`config.mk`:
```
export PLATFORM = sky130hd
export DESIGN_NAME = conv_seq
export DESIGN_NICKNAME = d
export VERILOG_FILES = /design/src/rtl/conv_seq_pkg.sv /design/src/rtl/conv_seq_regs.sv /design/src/rtl/conv_seq_timer.sv /design/src/rtl/conv_seq_fsm.sv /design/src/rtl/conv_seq.sv
export SDC_FILE = /design/constraint.sdc
export NUM_CORES = 1
export LEC_CHECK = 0
export BUFFER_PORTS_ARGS = -buffer_cell sky130_fd_sc_hd__buf_2
export CORE_MARGIN = 5
export CORE_UTILIZATION = 35
export CTS_CLUSTER_DIAMETER = 120
export DETAILED_ROUTE_END_ITERATION = 10
export HOLD_SLACK_MARGIN = 0.1
export PLACE_DENSITY = 0.62
export SYNTH_ARGS = -nofsm -noshare
export SYNTH_HDL_FRONTEND = slang
export SYNTH_HIERARCHICAL = 1
export SYNTH_SLANG_ARGS = --single-unit
```
`constraint.sdc`:
```
create_clock -name clk -period 10.6 [get_ports clk]
set_input_delay 0 -clock clk [delete_from_list [all_inputs] [get_ports clk]]
set_output_delay 0 -clock clk [all_outputs]
set_load 0.05 [all_outputs]
```
`src/rtl/conv_seq_pkg.sv`:
```
package conv_seq_pkg;

    localparam int RES_W  = 3;
    localparam int MUX_W  = 3;
    localparam int CTRL_W = 1 + RES_W + 1 + MUX_W;

    typedef struct packed {
        logic             en;
        logic [RES_W-1:0] res;
        logic             ref_hi;
        logic [MUX_W-1:0] mux;
    } slot_ctrl_t;

    typedef enum logic {
        ST_IDLE,
        ST_WAIT
    } seq_state_t;

endpackage

```
`src/rtl/conv_seq_regs.sv`:
```
module conv_seq_regs
    import conv_seq_pkg::*;
#(
    parameter int NSLOT = 8,
    parameter int DW    = 16,
    localparam int IW   = $clog2(NSLOT)
) (
    input  logic                    clk,
    input  logic                    rst_n,
    input  logic                    host_we,
    input  logic [IW:0]             host_addr,
    input  logic [CTRL_W-1:0]       host_wdata,
    output logic [DW-1:0]           host_rdata,
    output logic [NSLOT*CTRL_W-1:0] ctrl_flat,
    input  logic                    res_we,
    input  logic [IW-1:0]           res_idx,
    input  logic [DW-1:0]           res_data
);

    logic [CTRL_W-1:0] ctrl_d [NSLOT];
    logic [CTRL_W-1:0] ctrl_q [NSLOT];
    logic [DW-1:0]     res_d  [NSLOT];
    logic [DW-1:0]     res_q  [NSLOT];

    always_comb begin
        ctrl_d = ctrl_q;
        res_d  = res_q;
        if (host_we && !host_addr[IW]) begin
            ctrl_d[host_addr[IW-1:0]] = host_wdata;
        end
        if (res_we) begin
            res_d[res_idx] = res_data;
        end
    end

    always_ff @(posedge clk) begin
        if (!rst_n) begin
            for (int i = 0; i < NSLOT; i++) begin
                ctrl_q[i] <= '0;
                res_q[i]  <= '0;
            end
        end else begin
            ctrl_q <= ctrl_d;
            res_q  <= res_d;
        end
    end

    for (genvar g = 0; g < NSLOT; g++) begin : g_flat
        assign ctrl_flat[g*CTRL_W +: CTRL_W] = ctrl_q[g];
    end

    assign host_rdata = host_addr[IW] ? res_q[host_addr[IW-1:0]]
                                      : DW'(ctrl_q[host_addr[IW-1:0]]);

endmodule

```
`src/rtl/conv_seq_timer.sv`:
```
module conv_seq_timer #(
    parameter int TW = 19
) (
    input  logic          clk,
    input  logic          rst_n,
    input  logic          load,
    input  logic [TW-1:0] limit,
    output logic          expired
);

    logic [TW-1:0] cnt_d, cnt_q;

    always_comb begin
        if (load) begin
            cnt_d = limit;
        end else if (cnt_q != '0) begin
            cnt_d = cnt_q - 1'b1;
        end else begin
            cnt_d = cnt_q;
        end
    end

    always_ff @(posedge clk) begin
        if (!rst_n) cnt_q <= '0;
        else        cnt_q <= cnt_d;
    end

    assign expired = (cnt_q == '0);

endmodule

```
`src/rtl/conv_seq_fsm.sv`:
```
module conv_seq_fsm
    import conv_seq_pkg::*;
#(
    parameter int NSLOT   = 8,
    parameter int MIN_RES = 9,
    parameter int SCALE   = 4,
    parameter int MARGIN  = 64,
    parameter int TW      = 19,
    localparam int IW     = $clog2(NSLOT),
    localparam int IW1    = IW + 1
) (
    input  logic                    clk,
    input  logic                    rst_n,
    input  logic                    run_cont,
    input  logic                    sample_trig,
    input  logic                    cv_done,
    input  logic                    tmr_expired,
    input  logic [NSLOT*CTRL_W-1:0] ctrl_flat,
    output logic                    cv_start,
    output logic [MUX_W-1:0]        cv_chan,
    output logic                    cv_ref,
    output logic [RES_W-1:0]        cv_res,
    output logic                    res_we,
    output logic [IW-1:0]           res_idx,
    output logic                    tmr_load,
    output logic [TW-1:0]           tmr_limit,
    output logic                    cycle_done,
    output logic                    cur_valid,
    output logic                    tmo_err
);

    typedef struct packed {
        seq_state_t       st;
        logic [IW-1:0]    idx;
        logic             start;
        logic [MUX_W-1:0] chan;
        logic             ref_hi;
        logic [RES_W-1:0] res;
        logic             cdone;
        logic             cvalid;
        logic             tmo;
    } fsm_t;

    fsm_t          d, q;
    slot_ctrl_t    slot [NSLOT];
    logic [IW1-1:0] base;
    logic [IW-1:0] nxt;
    logic          found;
    logic          launch;
    logic          advance;
    int            sh;

    always_comb begin
        for (int i = 0; i < NSLOT; i++) begin
            slot[i] = slot_ctrl_t'(ctrl_flat[i*CTRL_W +: CTRL_W]);
        end

        // lowest enabled slot at or above the search base
        base  = (q.st == ST_IDLE) ? '0 : ({1'b0, q.idx} + 1'b1);
        found = 1'b0;
        nxt   = '0;
        for (int i = NSLOT - 1; i >= 0; i--) begin
            if (slot[i].en && (IW1'(i) >= base)) begin
                found = 1'b1;
                nxt   = IW'(i);
            end
        end

        d        = q;
        d.start  = 1'b0;
        d.cdone  = 1'b0;
        d.cvalid = 1'b0;
        d.tmo    = 1'b0;
        res_we   = 1'b0;
        launch   = 1'b0;
        advance  = 1'b0;

        unique case (q.st)
            ST_IDLE: begin
                if (run_cont || sample_trig) begin
                    if (found) launch  = 1'b1;
                    else       d.cdone = 1'b1;
                end
            end
            ST_WAIT: begin
                if (cv_done) begin
                    res_we   = 1'b1;
                    d.cvalid = (q.idx == '0);
                    advance  = 1'b1;
                end else if (tmr_expired) begin
                    d.tmo   = 1'b1;
                    advance = 1'b1;
                end
                if (advance) begin
                    if (found) begin
                        launch = 1'b1;
                    end else begin
                        d.st    = ST_IDLE;
                        d.cdone = 1'b1;
                    end
                end
            end
            default: d.st = ST_IDLE;
        endcase

        if (launch) begin
            d.st     = ST_WAIT;
            d.idx    = nxt;
            d.start  = 1'b1;
            d.chan   = slot[nxt].mux;
            d.ref_hi = slot[nxt].ref_hi;
            d.res    = slot[nxt].res;
        end

        sh        = MIN_RES + int'(slot[nxt].res);
        tmr_limit = (TW'(SCALE) << sh) + TW'(MARGIN);
        tmr_load  = launch;
    end

    always_ff @(posedge clk) begin
        if (!rst_n) begin
            q    <= '0;
            q.st <= ST_IDLE;
        end else begin
            q <= d;
        end
    end

    assign cv_start   = q.start;
    assign cv_chan    = q.chan;
    assign cv_ref     = q.ref_hi;
    assign cv_res     = q.res;
    assign res_idx    = q.idx;
    assign cycle_done = q.cdone;
    assign cur_valid  = q.cvalid;
    assign tmo_err    = q.tmo;

endmodule

```
`src/rtl/conv_seq.sv`:
```
module conv_seq
    import conv_seq_pkg::*;
#(
    parameter int NSLOT   = 8,
    parameter int DW      = 16,
    parameter int MIN_RES = 9,
    parameter int SCALE   = 4,
    parameter int MARGIN  = 64,
    localparam int IW     = $clog2(NSLOT),
    localparam int TW     = $clog2(SCALE * (2 ** (MIN_RES + (2 ** RES_W) - 1)) + MARGIN + 1)
) (
    input  logic              clk,
    input  logic              rst_n,
    input  logic              host_we,
    input  logic [IW:0]       host_addr,
    input  logic [CTRL_W-1:0] host_wdata,
    output logic [DW-1:0]     host_rdata,
    input  logic              run_cont,
    input  logic              sample_trig,
    output logic              cv_start,
    output logic [MUX_W-1:0]  cv_chan,
    output logic              cv_ref,
    output logic [RES_W-1:0]  cv_res,
    input  logic              cv_done,
    input  logic [DW-1:0]     cv_result,
    output logic              cycle_done,
    output logic              cur_valid,
    output logic              tmo_err
);

    logic [NSLOT*CTRL_W-1:0] ctrl_flat;
    logic                    res_we;
    logic [IW-1:0]           res_idx;
    logic                    tmr_load;
    logic [TW-1:0]           tmr_limit;
    logic                    tmr_expired;

    conv_seq_regs #(.NSLOT(NSLOT), .DW(DW)) u_regs (
        .clk        (clk),
        .rst_n      (rst_n),
        .host_we    (host_we),
        .host_addr  (host_addr),
        .host_wdata (host_wdata),
        .host_rdata (host_rdata),
        .ctrl_flat  (ctrl_flat),
        .res_we     (res_we),
        .res_idx    (res_idx),
        .res_data   (cv_result)
    );

    conv_seq_timer #(.TW(TW)) u_timer (
        .clk     (clk),
        .rst_n   (rst_n),
        .load    (tmr_load),
        .limit   (tmr_limit),
        .expired (tmr_expired)
    );

    conv_seq_fsm #(
        .NSLOT   (NSLOT),
        .MIN_RES (MIN_RES),
        .SCALE   (SCALE),
        .MARGIN  (MARGIN),
        .TW      (TW)
    ) u_fsm (
        .clk         (clk),
        .rst_n       (rst_n),
        .run_cont    (run_cont),
        .sample_trig (sample_trig),
        .cv_done     (cv_done),
        .tmr_expired (tmr_expired),
        .ctrl_flat   (ctrl_flat),
        .cv_start    (cv_start),
        .cv_chan     (cv_chan),
        .cv_ref      (cv_ref),
        .cv_res      (cv_res),
        .res_we      (res_we),
        .res_idx     (res_idx),
        .tmr_load    (tmr_load),
        .tmr_limit   (tmr_limit),
        .cycle_done  (cycle_done),
        .cur_valid   (cur_valid),
        .tmo_err     (tmo_err)
    );

endmodule

```
==> impl_metrics.json <==
{
  "status": "finished, final reports clean",
  "synthCells": 1407,
  "drt-initial-drc-count": 909,
  "yosysTopAreaCell": "dfxtp_1",
  "io_buffers": 60,
  "cpPeakStageDelay_ps": 910,
  "muxShareOfSynthArea": 0.115,
  "finalSetupTns_ps": 0,
  "slew_headroom": 0.220,
  "critPathBufInv": 1,
  "nets": 1455,
  "setup_viol": 0,
  "leakage_nw": 4.55,
  "cap_violations": 0,
  "p_total_mw": 2.19,
  "die-area_sq_mm": 0.0379,
  "crit_path_end_kind": "flip-flop",
  "cts_setup_buffers": 0,
  "grt_use_total": 0.185,
  "fp-row-count": 67,
  "start_kind": "flip-flop",
  "max_freq_mhz": 182,
  "syn_avg_cell_area_sq_um": 8.48,
  "cts_buffer_depth": 3,
  "yosysSeqAreaShare": 0.379,
  "cts_hold_buf": 27,
  "antenna_found_initial": 1,
  "worst_slew_pin_slew_ps": 1170,
  "area_delta_synth_final_pct": 12.2,
  "regToRegSetupSlack_ps": 5110,
  "first_global_vias": 9823,
  "htreeDepth": 1,
  "ys_dominant_reg_cell": "dfxtp_1",
  "period_share": 0.518,
  "crit_chain": "inv_1, ha_1, nand2_1, a2111oi_1, a311o_1, and2_1, mux2i_1, a221oi_1, a21o_1, and2_1, ha_1, nor4b_2, nand2_1, and4_2, a2111oi_2",
  "fin_area_sq_mm": 0.0134,
  "yosys_warnings": 6,
  "worstPathMaxFanout": 23,
  "cts.sinks": 226,
  "pwr_density_cell_mw_per_mm2": 164,
  "required_ps": 11020,
  "grt_pass1_wl_mm": 56.9,
  "yosysMostFrequentCell": "nand2_1",
  "async_flop_share": 0,
  "cts_tree": "yes",
  "vdd.ir_drop.worst_v": 0.000110,
  "numCtsBuffers": 25,
  "cp_slowest_cell": "and2_1",
  "synth_top_area_share": 0.379,
  "grt_setup_unrepaired": "no",
  "clock-root-buffer": "clkbuf_16",
  "drt-vias-per-instance": 5.43,
  "pin_count": 61,
  "placed_cell_area_sq_mm": 0.0123,
  "hp-class": "input port to flip-flop",
  "clk_pin_slew_ps": 60,
  "ant_nets": 0,
  "drc": 0,
  "die_x_um": 195,
  "place_congestion": 0.863,
  "synth_seq_cells": 226,
  "cts-resized-gates": 0,
  "hold_viol_final": 0,
  "die_y_um": 195,
  "grt_start_max_net_pins": 129,
  "synth_compound_area_frac": 0.219,
  "synth_cell_types": 93,
  "finalClockSkew_ps": 6.80,
  "synth_xor_area_frac": 0.00661,
  "routedWlPerCell_um": 19.5,
  "first_pass_iters": 5,
  "coreArea_sq_mm": 0.0336,
  "drv_slew": 0,
  "post-route-min-period_ps": 5490,
  "synthSimpleGateAreaFrac": 0.207,
  "clk_latency_ps": 530,
  "synthAdderAreaFrac": 0.00724,
  "syn-cell-area_sq_mm": 0.0119,
  "yosys-top-cells-count": "nand2_1 (340), dfxtp_1 (226), a21boi_0 (159)",
  "synth_top_family_by_area": "compound AO/OA/AOI/OAI gates",
  "dp_hpwl_mm": 22.8,
  "wl_mm": 36.6,
  "synth_edf_count": 0,
  "gr-total-overflow": 0,
  "critPathKind": "flip-flop to flip-flop",
  "crit_family": "simple AND/OR/NAND/NOR gates",
  "crit_arrival_ps": 5910,
  "synthTopCellsByArea": "dfxtp_1 (38%), nand2_1 (11%), a21boi_0 (10%), mux2i_1 (7.4%), mux4_2 (2.1%)",
  "drive_gt1_frac": 0.124,
  "vias": 10200,
  "start_util": 0.355
}
-- layout make-up --
cell class	instances	area, sq um
fillers	3385	20200
well taps	448	561
repair buffers	106	716
diodes	2	5.00
clock buffers	35	713
flip-flops and latches	226	4520
clock inverters	8	100
inverters	23	86.3
multi-input cells	1033	6680
-- per-stage QoR --
step | setup WS, ps | util | hold WS [ps] | cells
after floorplan | 6370 | - | 77.3 | 1415
after global placement | 5420 | 0.366 | 229 | 1809
after detailed placement | 5190 | 0.366 | 232 | 1809
after CTS | 5150 | 0.398 | 102 | 1879
after global routing | 4560 | 0.398 | 158 | 1880
final | 5110 | 0.398 | 108 | 1881
-- cell families (layout without fill, tap and decap cells) --
family | count (synthesis) | after routing
and+or+nand+nor | 534 | 534
AOI/OAI and AO/OA | 356 | 356
DFF | 226 | 226
buffers and inverters | 156 | 172
muxes | 118 | 118
xor gates and xnor gates | 9 | 9
adders and majority gates | 7 | 7
other | 1 | 11
-- cells in the final DEF (no fill, tap or decap), types with 6 or more instances in the layout --
cell	Yosys	final
a211oi_1	7	7
a21boi_0	159	159
a21boi_1	14	14
a21oi_1	22	22
a221oi_1	8	8
a22oi_1	11	11
and2_1	9	9
buf_2	20	59
buf_4	32	20
clkbuf_16	0	25
conb_1	1	9
dfxtp_1	226	226
dlygate4sd3_1	0	27
ha_1	6	6
inv_1	20	20
mux2_2	16	16
mux2i_1	88	88
mux4_2	11	11
nand2_1	340	340
nand2b_1	15	15
nand3_1	35	35
nand4_1	8	8
nor2_1	42	42
nor2b_1	31	31
nor3_1	9	9
o21ai_0	48	47
o2bb2ai_1	7	7
-- path summary, 6_finish.rpt --
kind / from / to / cells past startpoint
min reg2reg: u_regs/res_q[25]$_SDFFE_PN0P_ / u_regs/res_q[25]$_SDFFE_PN0P_ / 2
max: u_fsm/res_idx[1]$_SDFFE_PN0P_ / u_timer/cnt_q[15]$_SDFFE_PN0P_ / 15
min: rst_n / u_regs/ctrl_flat[23]$_SDFFE_PN0P_ / 2
max reg2reg: u_fsm/res_idx[1]$_SDFFE_PN0P_ / u_timer/cnt_q[15]$_SDFFE_PN0P_ / 15
-- power breakdown --
part | leakage (nW) | total, mW | switching [mW] | internal (mW)
registers | 1.83 | 0.928 | 0.0429 | 0.885
clock network | 0.387 | 0.874 | 0.359 | 0.515
logic | 2.33 | 0.390 | 0.241 | 0.149
total | 4.55 | 2.19 | 0.643 | 1.55
-- layer usage --
layer | wire length (um) | vias up | track usage
met5 | 0 | - | 0
met4 | 914 | 0 | 0.0518
met3 | 2340 | 56 | 0.0274
met2 | 16600 | 326 | 0.296
met1 | 16800 | 4913 | 0.259
li1 | - | 4916 | -
-- flip-flops by register name, summed over array words and instances, names as in the netlist --
register          count
u_fsm/cv_res          3
u_fsm/cv_start        1
u_fsm/res_idx         3
u_fsm/cur_valid       1
u_regs/res_q        128
u_fsm/cycle_done      1
u_fsm/tmo_err         1
u_fsm/q               1
u_regs/ctrl_flat     64
u_timer/cnt_q        19
u_fsm/cv_ref          1
u_fsm/cv_chan         3
(Power assumes the default switching activity.)
